===== config.mk =====
export PLATFORM = sky130hd
export DESIGN_NAME = folded_biquad
export DESIGN_NICKNAME = d
export VERILOG_FILES = /design/src/rtl/fbq_pkg.sv /design/src/rtl/fbq_sched.sv /design/src/rtl/fbq_adder.sv /design/src/rtl/fbq_mult.sv /design/src/rtl/fbq_tapline.sv /design/src/rtl/folded_biquad.sv
export SDC_FILE = /design/constraint.sdc
export NUM_CORES = 1
export LEC_CHECK = 0
export BUFFER_PORTS_ARGS = -buffer_cell sky130_fd_sc_hd__buf_2
export CORE_MARGIN = 4
export CORE_UTILIZATION = 45
export CTS_BUF_LIST = sky130_fd_sc_hd__clkbuf_8
export CTS_CLUSTER_SIZE = 20
export DETAILED_ROUTE_END_ITERATION = 10
export SLEW_MARGIN = 25
export SYNTH_ARGS = -nofsm -noshare
export SYNTH_HDL_FRONTEND = slang
export SYNTH_SLANG_ARGS = --single-unit

===== constraint.sdc =====
create_clock -name clk -period 6.9 [get_ports clk]
set_input_delay 1.035 -clock clk [delete_from_list [all_inputs] [get_ports clk]]
set_output_delay 1.035 -clock clk [all_outputs]
set_load 0.01 [all_outputs]

===== src/rtl/fbq_pkg.sv =====
package fbq_pkg;

  localparam int FOLD_N = 4;
  localparam int P_ADD  = 1;
  localparam int P_MUL  = 2;

  typedef enum logic [1:0] {
    SLOT0 = 2'd0,
    SLOT1 = 2'd1,
    SLOT2 = 2'd2,
    SLOT3 = 2'd3
  } slot_e;

  // slot of each operation on its shared unit
  localparam int ORD_N4 = 0;  // feed-forward partial sum
  localparam int ORD_N2 = 1;  // output sum
  localparam int ORD_N3 = 2;  // feedback sum
  localparam int ORD_N1 = 3;  // state update
  localparam int ORD_N5 = 0;  // B1 * w
  localparam int ORD_N8 = 1;  // A2 * w
  localparam int ORD_N6 = 2;  // A1 * w
  localparam int ORD_N7 = 3;  // B2 * w

  function automatic int fold_delay(input int w, input int p, input int u, input int v);
    return FOLD_N * w - p + v - u;
  endfunction

  localparam int DF_1_2 = fold_delay(1, P_ADD, ORD_N1, ORD_N2);
  localparam int DF_1_5 = fold_delay(1, P_ADD, ORD_N1, ORD_N5);
  localparam int DF_1_6 = fold_delay(1, P_ADD, ORD_N1, ORD_N6);
  localparam int DF_1_7 = fold_delay(1, P_ADD, ORD_N1, ORD_N7);
  localparam int DF_1_8 = fold_delay(2, P_ADD, ORD_N1, ORD_N8);
  localparam int DF_3_1 = fold_delay(0, P_ADD, ORD_N3, ORD_N1);
  localparam int DF_4_2 = fold_delay(0, P_ADD, ORD_N4, ORD_N2);
  localparam int DF_5_3 = fold_delay(0, P_MUL, ORD_N5, ORD_N3);
  localparam int DF_6_4 = fold_delay(1, P_MUL, ORD_N6, ORD_N4);
  localparam int DF_7_3 = fold_delay(1, P_MUL, ORD_N7, ORD_N3);
  localparam int DF_8_4 = fold_delay(1, P_MUL, ORD_N8, ORD_N4);

  localparam int ADD_TAPS = DF_1_8;
  localparam int MUL_TAPS = DF_7_3;

endpackage


===== src/rtl/fbq_sched.sv =====
module fbq_sched
  import fbq_pkg::*;
(
  input  logic  clk,
  input  logic  rst_n,
  input  logic  in_valid,
  input  logic  out_block,
  output slot_e slot,
  output logic  step,
  output logic  in_ready
);

  always_comb begin
    step = 1'b1;
    if (slot == SLOT3 && !in_valid) step = 1'b0;
    if (slot == SLOT2 && out_block) step = 1'b0;
  end

  assign in_ready = (slot == SLOT3);

  always_ff @(posedge clk) begin
    if (!rst_n)     slot <= SLOT0;
    else if (step)  slot <= slot_e'(slot + 2'd1);
  end

  // slot waits while the producer is idle
  a_r2_wait_in_slot: assert property (@(posedge clk) disable iff (!rst_n)
    (in_ready && !in_valid) |=> in_ready);

  // accepted sample leaves the input slot
  a_r2_leave_slot: assert property (@(posedge clk) disable iff (!rst_n)
    (in_ready && in_valid) |=> !in_ready);

endmodule


===== src/rtl/fbq_adder.sv =====
module fbq_adder #(
  parameter int DW = 16
) (
  input  logic          clk,
  input  logic          rst_n,
  input  logic          en,
  input  logic [DW-1:0] a,
  input  logic [DW-1:0] b,
  output logic [DW-1:0] q
);

  always_ff @(posedge clk) begin
    if (!rst_n)   q <= '0;
    else if (en)  q <= a + b;
  end

endmodule


===== src/rtl/fbq_mult.sv =====
module fbq_mult #(
  parameter int DW   = 16,
  parameter int FRAC = 14
) (
  input  logic          clk,
  input  logic          rst_n,
  input  logic          en,
  input  logic [DW-1:0] a,
  input  logic [DW-1:0] b,
  output logic [DW-1:0] q
);

  localparam int PW = 2 * DW;

  logic signed [PW-1:0] prod_q;

  always_ff @(posedge clk) begin
    if (!rst_n) begin
      prod_q <= '0;
      q      <= '0;
    end else if (en) begin
      prod_q <= $signed(a) * $signed(b);
      q      <= DW'(prod_q >>> FRAC);
    end
  end

endmodule


===== src/rtl/fbq_tapline.sv =====
module fbq_tapline #(
  parameter int DW    = 16,
  parameter int DEPTH = 5
) (
  input  logic                    clk,
  input  logic                    rst_n,
  input  logic                    en,
  input  logic [DW-1:0]           d,
  output logic [DEPTH:0][DW-1:0]  taps
);

  assign taps[0] = d;

  for (genvar k = 1; k <= DEPTH; k++) begin : g_stage
    always_ff @(posedge clk) begin
      if (!rst_n)   taps[k] <= '0;
      else if (en)  taps[k] <= taps[k-1];
    end
  end

endmodule


===== src/rtl/folded_biquad.sv =====
module folded_biquad
  import fbq_pkg::*;
#(
  parameter int              DW      = 16,
  parameter int              FRAC    = 14,
  parameter logic [DW-1:0]   COEF_B1 = 16'sd8192,
  parameter logic [DW-1:0]   COEF_B2 = -16'sd4096,
  parameter logic [DW-1:0]   COEF_A1 = 16'sd12288,
  parameter logic [DW-1:0]   COEF_A2 = -16'sd8192
) (
  input  logic          clk,
  input  logic          rst_n,
  input  logic          in_valid,
  output logic          in_ready,
  input  logic [DW-1:0] in_data,
  output logic          out_valid,
  input  logic          out_ready,
  output logic [DW-1:0] out_data
);

  localparam int AIW = $clog2(ADD_TAPS + 1);

  slot_e slot;
  logic  step;
  logic  out_block;
  logic  y_full;
  logic  capture;

  logic [DW-1:0] add_a, add_b, add_q;
  logic [DW-1:0] mul_c, mul_v, mul_q;
  logic [AIW-1:0] mul_idx;
  logic [ADD_TAPS:0][DW-1:0] a_tap;
  logic [MUL_TAPS:0][DW-1:0] m_tap;

  assign out_block = y_full && !out_ready;
  assign capture   = step && (slot == SLOT2);

  fbq_sched u_sched (
    .clk       (clk),
    .rst_n     (rst_n),
    .in_valid  (in_valid),
    .out_block (out_block),
    .slot      (slot),
    .step      (step),
    .in_ready  (in_ready)
  );

  always_comb begin
    add_a   = '0;
    add_b   = '0;
    mul_c   = '0;
    mul_idx = '0;
    unique case (slot)
      SLOT0: begin
        add_a   = m_tap[DF_6_4];
        add_b   = m_tap[DF_8_4];
        mul_c   = COEF_B1;
        mul_idx = AIW'(DF_1_5);
      end
      SLOT1: begin
        add_a   = a_tap[DF_1_2];
        add_b   = a_tap[DF_4_2];
        mul_c   = COEF_A2;
        mul_idx = AIW'(DF_1_8);
      end
      SLOT2: begin
        add_a   = m_tap[DF_5_3];
        add_b   = m_tap[DF_7_3];
        mul_c   = COEF_A1;
        mul_idx = AIW'(DF_1_6);
      end
      SLOT3: begin
        add_a   = in_data;
        add_b   = a_tap[DF_3_1];
        mul_c   = COEF_B2;
        mul_idx = AIW'(DF_1_7);
      end
      default: ;
    endcase
  end

  assign mul_v = a_tap[mul_idx];

  fbq_adder #(.DW(DW)) u_add (
    .clk   (clk),
    .rst_n (rst_n),
    .en    (step),
    .a     (add_a),
    .b     (add_b),
    .q     (add_q)
  );

  fbq_mult #(.DW(DW), .FRAC(FRAC)) u_mul (
    .clk   (clk),
    .rst_n (rst_n),
    .en    (step),
    .a     (mul_c),
    .b     (mul_v),
    .q     (mul_q)
  );

  fbq_tapline #(.DW(DW), .DEPTH(ADD_TAPS)) u_add_taps (
    .clk   (clk),
    .rst_n (rst_n),
    .en    (step),
    .d     (add_q),
    .taps  (a_tap)
  );

  fbq_tapline #(.DW(DW), .DEPTH(MUL_TAPS)) u_mul_taps (
    .clk   (clk),
    .rst_n (rst_n),
    .en    (step),
    .d     (mul_q),
    .taps  (m_tap)
  );

  always_ff @(posedge clk) begin
    if (!rst_n) begin
      y_full   <= 1'b0;
      out_data <= '0;
    end else begin
      if (capture) begin
        y_full   <= 1'b1;
        out_data <= add_q;
      end else if (out_ready) begin
        y_full   <= 1'b0;
      end
    end
  end

  assign out_valid = y_full;

  // held result keeps valid and data
  a_r7_hold_output: assert property (@(posedge clk) disable iff (!rst_n)
    (out_valid && !out_ready) |=> (out_valid && $stable(out_data)));

  // a fresh result appears as the schedule reaches the input slot
  a_r8_result_before_input: assert property (@(posedge clk) disable iff (!rst_n)
    $rose(out_valid) |-> in_ready);

  // waiting for input produces no new result
  a_r6_no_output_while_waiting: assert property (@(posedge clk) disable iff (!rst_n)
    (in_ready && !in_valid && !out_valid) |=> !out_valid);

endmodule


==> run_results.csv <==
group,metric,value,unit
run_status,status,"finished, final reports clean",
clock_tree,clk_latency,0.46,ns
grt,grt_max_degree,100,
timing,worst-slew-pin-transition,0.904,ns
synthesis,synth-seq-cells,163,
power,power,2690,uW
placement,gp_congestion,0.829,
worst_setup_path,worst-path-max-fanout,10,
worst_setup_path,crit_required,7.29,ns
power,p_per_area,215,nW/um2
die,die_y,166,um
timing,min_period,6.64,ns
clock_tree,numCtsBuffers,17,
clock_tree,cts_max_level,4,
power,p_leak,0.00521,uW
power,ir_worst_vdd,0.130,mV
clock_tree,cts_buffer_depth,2,
worst_setup_path,arrival,7.04,ns
detailed_routing,routed_via_density,5.26,
grt,grt_pass1_vias,8824,
final_layout,multi_input_area,7350,um2
synthesis,syn_avg_cell_area,8.13,um2
detailed_routing,route.antenna.remaining_nets,0,
detailed_routing,dr.pass1.iters,5,
clock_tree,cts_hold_buf,0,
run,maxCapViolCount,0,
timing,fmax,0.150,GHz
detailed_routing,wirelength,27700,um
synthesis,synthArstFlopShare,0,%
timing,finalSetupViolCount,0,
detailed_routing,via_count,9159,
grt,antenna_found_initial,0,
final_layout,num-fill-cells,2357,
die,rows,57,
synthesis,synth_area,11300,um2
timing,slew_violations,0,
worst_setup_path,path_class,"flip-flop to flip-flop",
grt,grt_util_all_layers,20.1,%
grt,grt_first_pass_wirelength,46300,um
die,die_x,166,um
synthesis,synth_top_area_cell,"dfxtp_1",
grt,grt_overflow_total,0,
final_layout,seqCellArea,3270,um2
final_layout,fin_nets,1580,
detailed_routing,wl_per_cell,15.9,um
synthesis,yosysSeqAreaShare,28.9,%
synthesis,syn_nets,1563,
timing,setup_ws,0.255,ns
detailed_routing,drt_iter0_markers,645,
final_layout,finalNonFillerCells,1741,
die,die-area,27700,um2
synthesis,synthDistinctLibCells,60,
final_layout,layout-drive-gt1-share,12.3,%
placement,dp_cells,1703,
final_layout,fin_util,51.0,%
synthesis,synth_top_area_share,28.9,%
worst_setup_path,critPathCaptureType,"flip-flop",
clock_tree,path_clk_slew,0.09,ns
final_layout,area_growth,10.6,%
timing,fin_crit_sh,96.3,%
clock_tree,cts_root_buffer,"clkbuf_8",
die,io_pins,38,
synthesis,synth.top_cells.by_area,"dfxtp_1 (29%), fa_1 (13%), nand2_1 (12%), ha_1 (8.8%), a21oi_1 (7.8%)",
synthesis,syn_inst,1388,
timing,rsz0062_at_grt,"yes",
min_path,hold_class,"flip-flop to flip-flop",
clock_tree,cts.sinks,163,
timing,slew_headroom,39.7,%
synthesis,synthFlopType,"dfxtp_1",
final_layout,num_antenna_cells,0,
timing,hold_violations,0,
die,core,24500,um2
clock_tree,cts_tree,"done",
synthesis,synth_edf_count,0,
placement,port_buffers,37,
timing,tns,0,ns
placement,hpwlAfterDp,20200,um
die,start_util,46.1,%
timing,skew,0.0135,ns
placement,dp_slack,-0.0972,ns
detailed_routing,remaining_drc_errors,0,
synthesis,yosys_warnings,0,
worst_setup_path,cp-start-kind,"flip-flop",
[layout by cell type (no fill, tap or decap), types with 8 or more instances in the layout]
master	count
o21a_1	10
buf_4	37
nand2_1	372
mux2_2	15
fa_1	74
clkinvlp_4	8
a21oi_1	174
o21ai_0	42
clkbuf_8	19
inv_1	128
nand3_1	13
mux2i_1	16
dfxtp_1	161
buf_2	37
nor2_1	28
a21o_1	18
mux4_2	13
ha_1	74
a22oi_1	15
xor2_1	10
xnor2_1	28
[worst max-delay path, stage by stage (launching register included)]
cell and delay [ns]:
dfxtp_4 0.38, inv_1 0.06, ha_1 0.21, o21bai_2 0.16
buf_12 0.15, mux4_2 0.51, nand2_1 0.10, nand2_1 0.06
nand2_1 0.08, inv_1 0.06, fa_2 0.61, fa_2 0.48
buf_6 0.17, maj3_1 0.37, fa_1 0.55, inv_1 0.06
fa_1 0.50, fa_1 0.55, inv_1 0.07, ha_4 0.26
a41oi_1 0.17, o21ai_0 0.11, a21oi_1 0.24, o31ai_4 0.12
a31o_2 0.23, a21o_1 0.15, a31oi_1 0.14
[cells by family after synthesis]
logic type / Yosys count / synth area share [%]
and+or+nand+nor: 450 / 16.0
AOI/OAI and AO/OA: 317 / 16.4
buffers and inverters: 213 / 7.26
DFF: 163 / 28.9
adders and majority gates: 158 / 22.5
muxes: 45 / 5.65
xor gates and xnor gates: 42 / 3.26
[cells in the mapped netlist, drive strengths merged (3+ instances only)]
cell type and count:
a2111oi 3, a211o 3, a211oi 7, a21o 18
a21oi 176, a22oi 15, a31oi 6, and2 4
buf 13, clkbuf 70, dfxtp 163, fa 76
ha 79, inv 130, maj3 3, mux2 16
mux2i 16, mux4 13, nand2 373, nand3 13
nand3b 3, nor2 29, nor2b 4, nor3 5
o211ai 3, o21a 11, o21ai 47, o21bai 7
o31ai 3, or2 3, or3 3, or4 3
xnor2 32, xor2 10
[area by class of cell]
class	instances	share of cell area, %
clock buffers	19	2.10
clock inverters	12	1.07
inverters	130	3.93
multi-input cells	1012	58.9
flip-flops and latches	163	26.2
well taps	324	3.25
repair buffers	81	4.55
[power breakdown]
part	switching, uW	leakage (uW)	internal, uW
logic	529	0.00372	370
registers	70.8	0.00132	1010
clock network	369	0.000174	338
total	969	0.00521	1720
[sequential cells by signal, indices dropped and copies added (netlist names)]
signal           count
u_add_taps.taps     80
out_data            16
u_add.q             16
u_mul.prod_q        16
u_mul.q             16
u_mul_taps.taps     16
u_sched.slot         2
out_valid            1
[routing by layer]
layer	vias to the layer above	global-route usage (%)	wire length, um
met5	-	0	0
met4	0	4.20	361
met3	29	2.74	1040
met2	191	30.5	12200
met1	4327	30.6	14100
li1	4612	-	-
[final timing paths]
kind	startpoint	end	slack (ns)	cells after the start
max	u_sched.slot[0]	u_mul.prod_q[29]	0.26	26
min	u_mul_taps.taps[23]	u_mul_taps.taps[23]	0.45	2
max reg2reg	u_sched.slot[0]	u_mul.prod_q[29]	0.26	26
min reg2reg	u_mul_taps.taps[23]	u_mul_taps.taps[23]	0.45	2
[metrics by stage]
stage	hold WS [ns]	instance area, um2
2_1_floorplan	0.427	11300
3_3_place_gp	0.439	11900
3_5_place_dp	0.444	11900
4_1_cts	0.458	12300
5_1_grt	0.475	12500
6_report	0.454	12500
[timing repair]
item / CTS / global route
pin swaps: 1 / 13
buffers inserted: 3 / 4
setup endpoints to repair: 3 / 7
resized for setup: 1 / 30
hold endpoints to repair: 0 / 0
No activity file was read; power rests on OpenSTA's default activity.
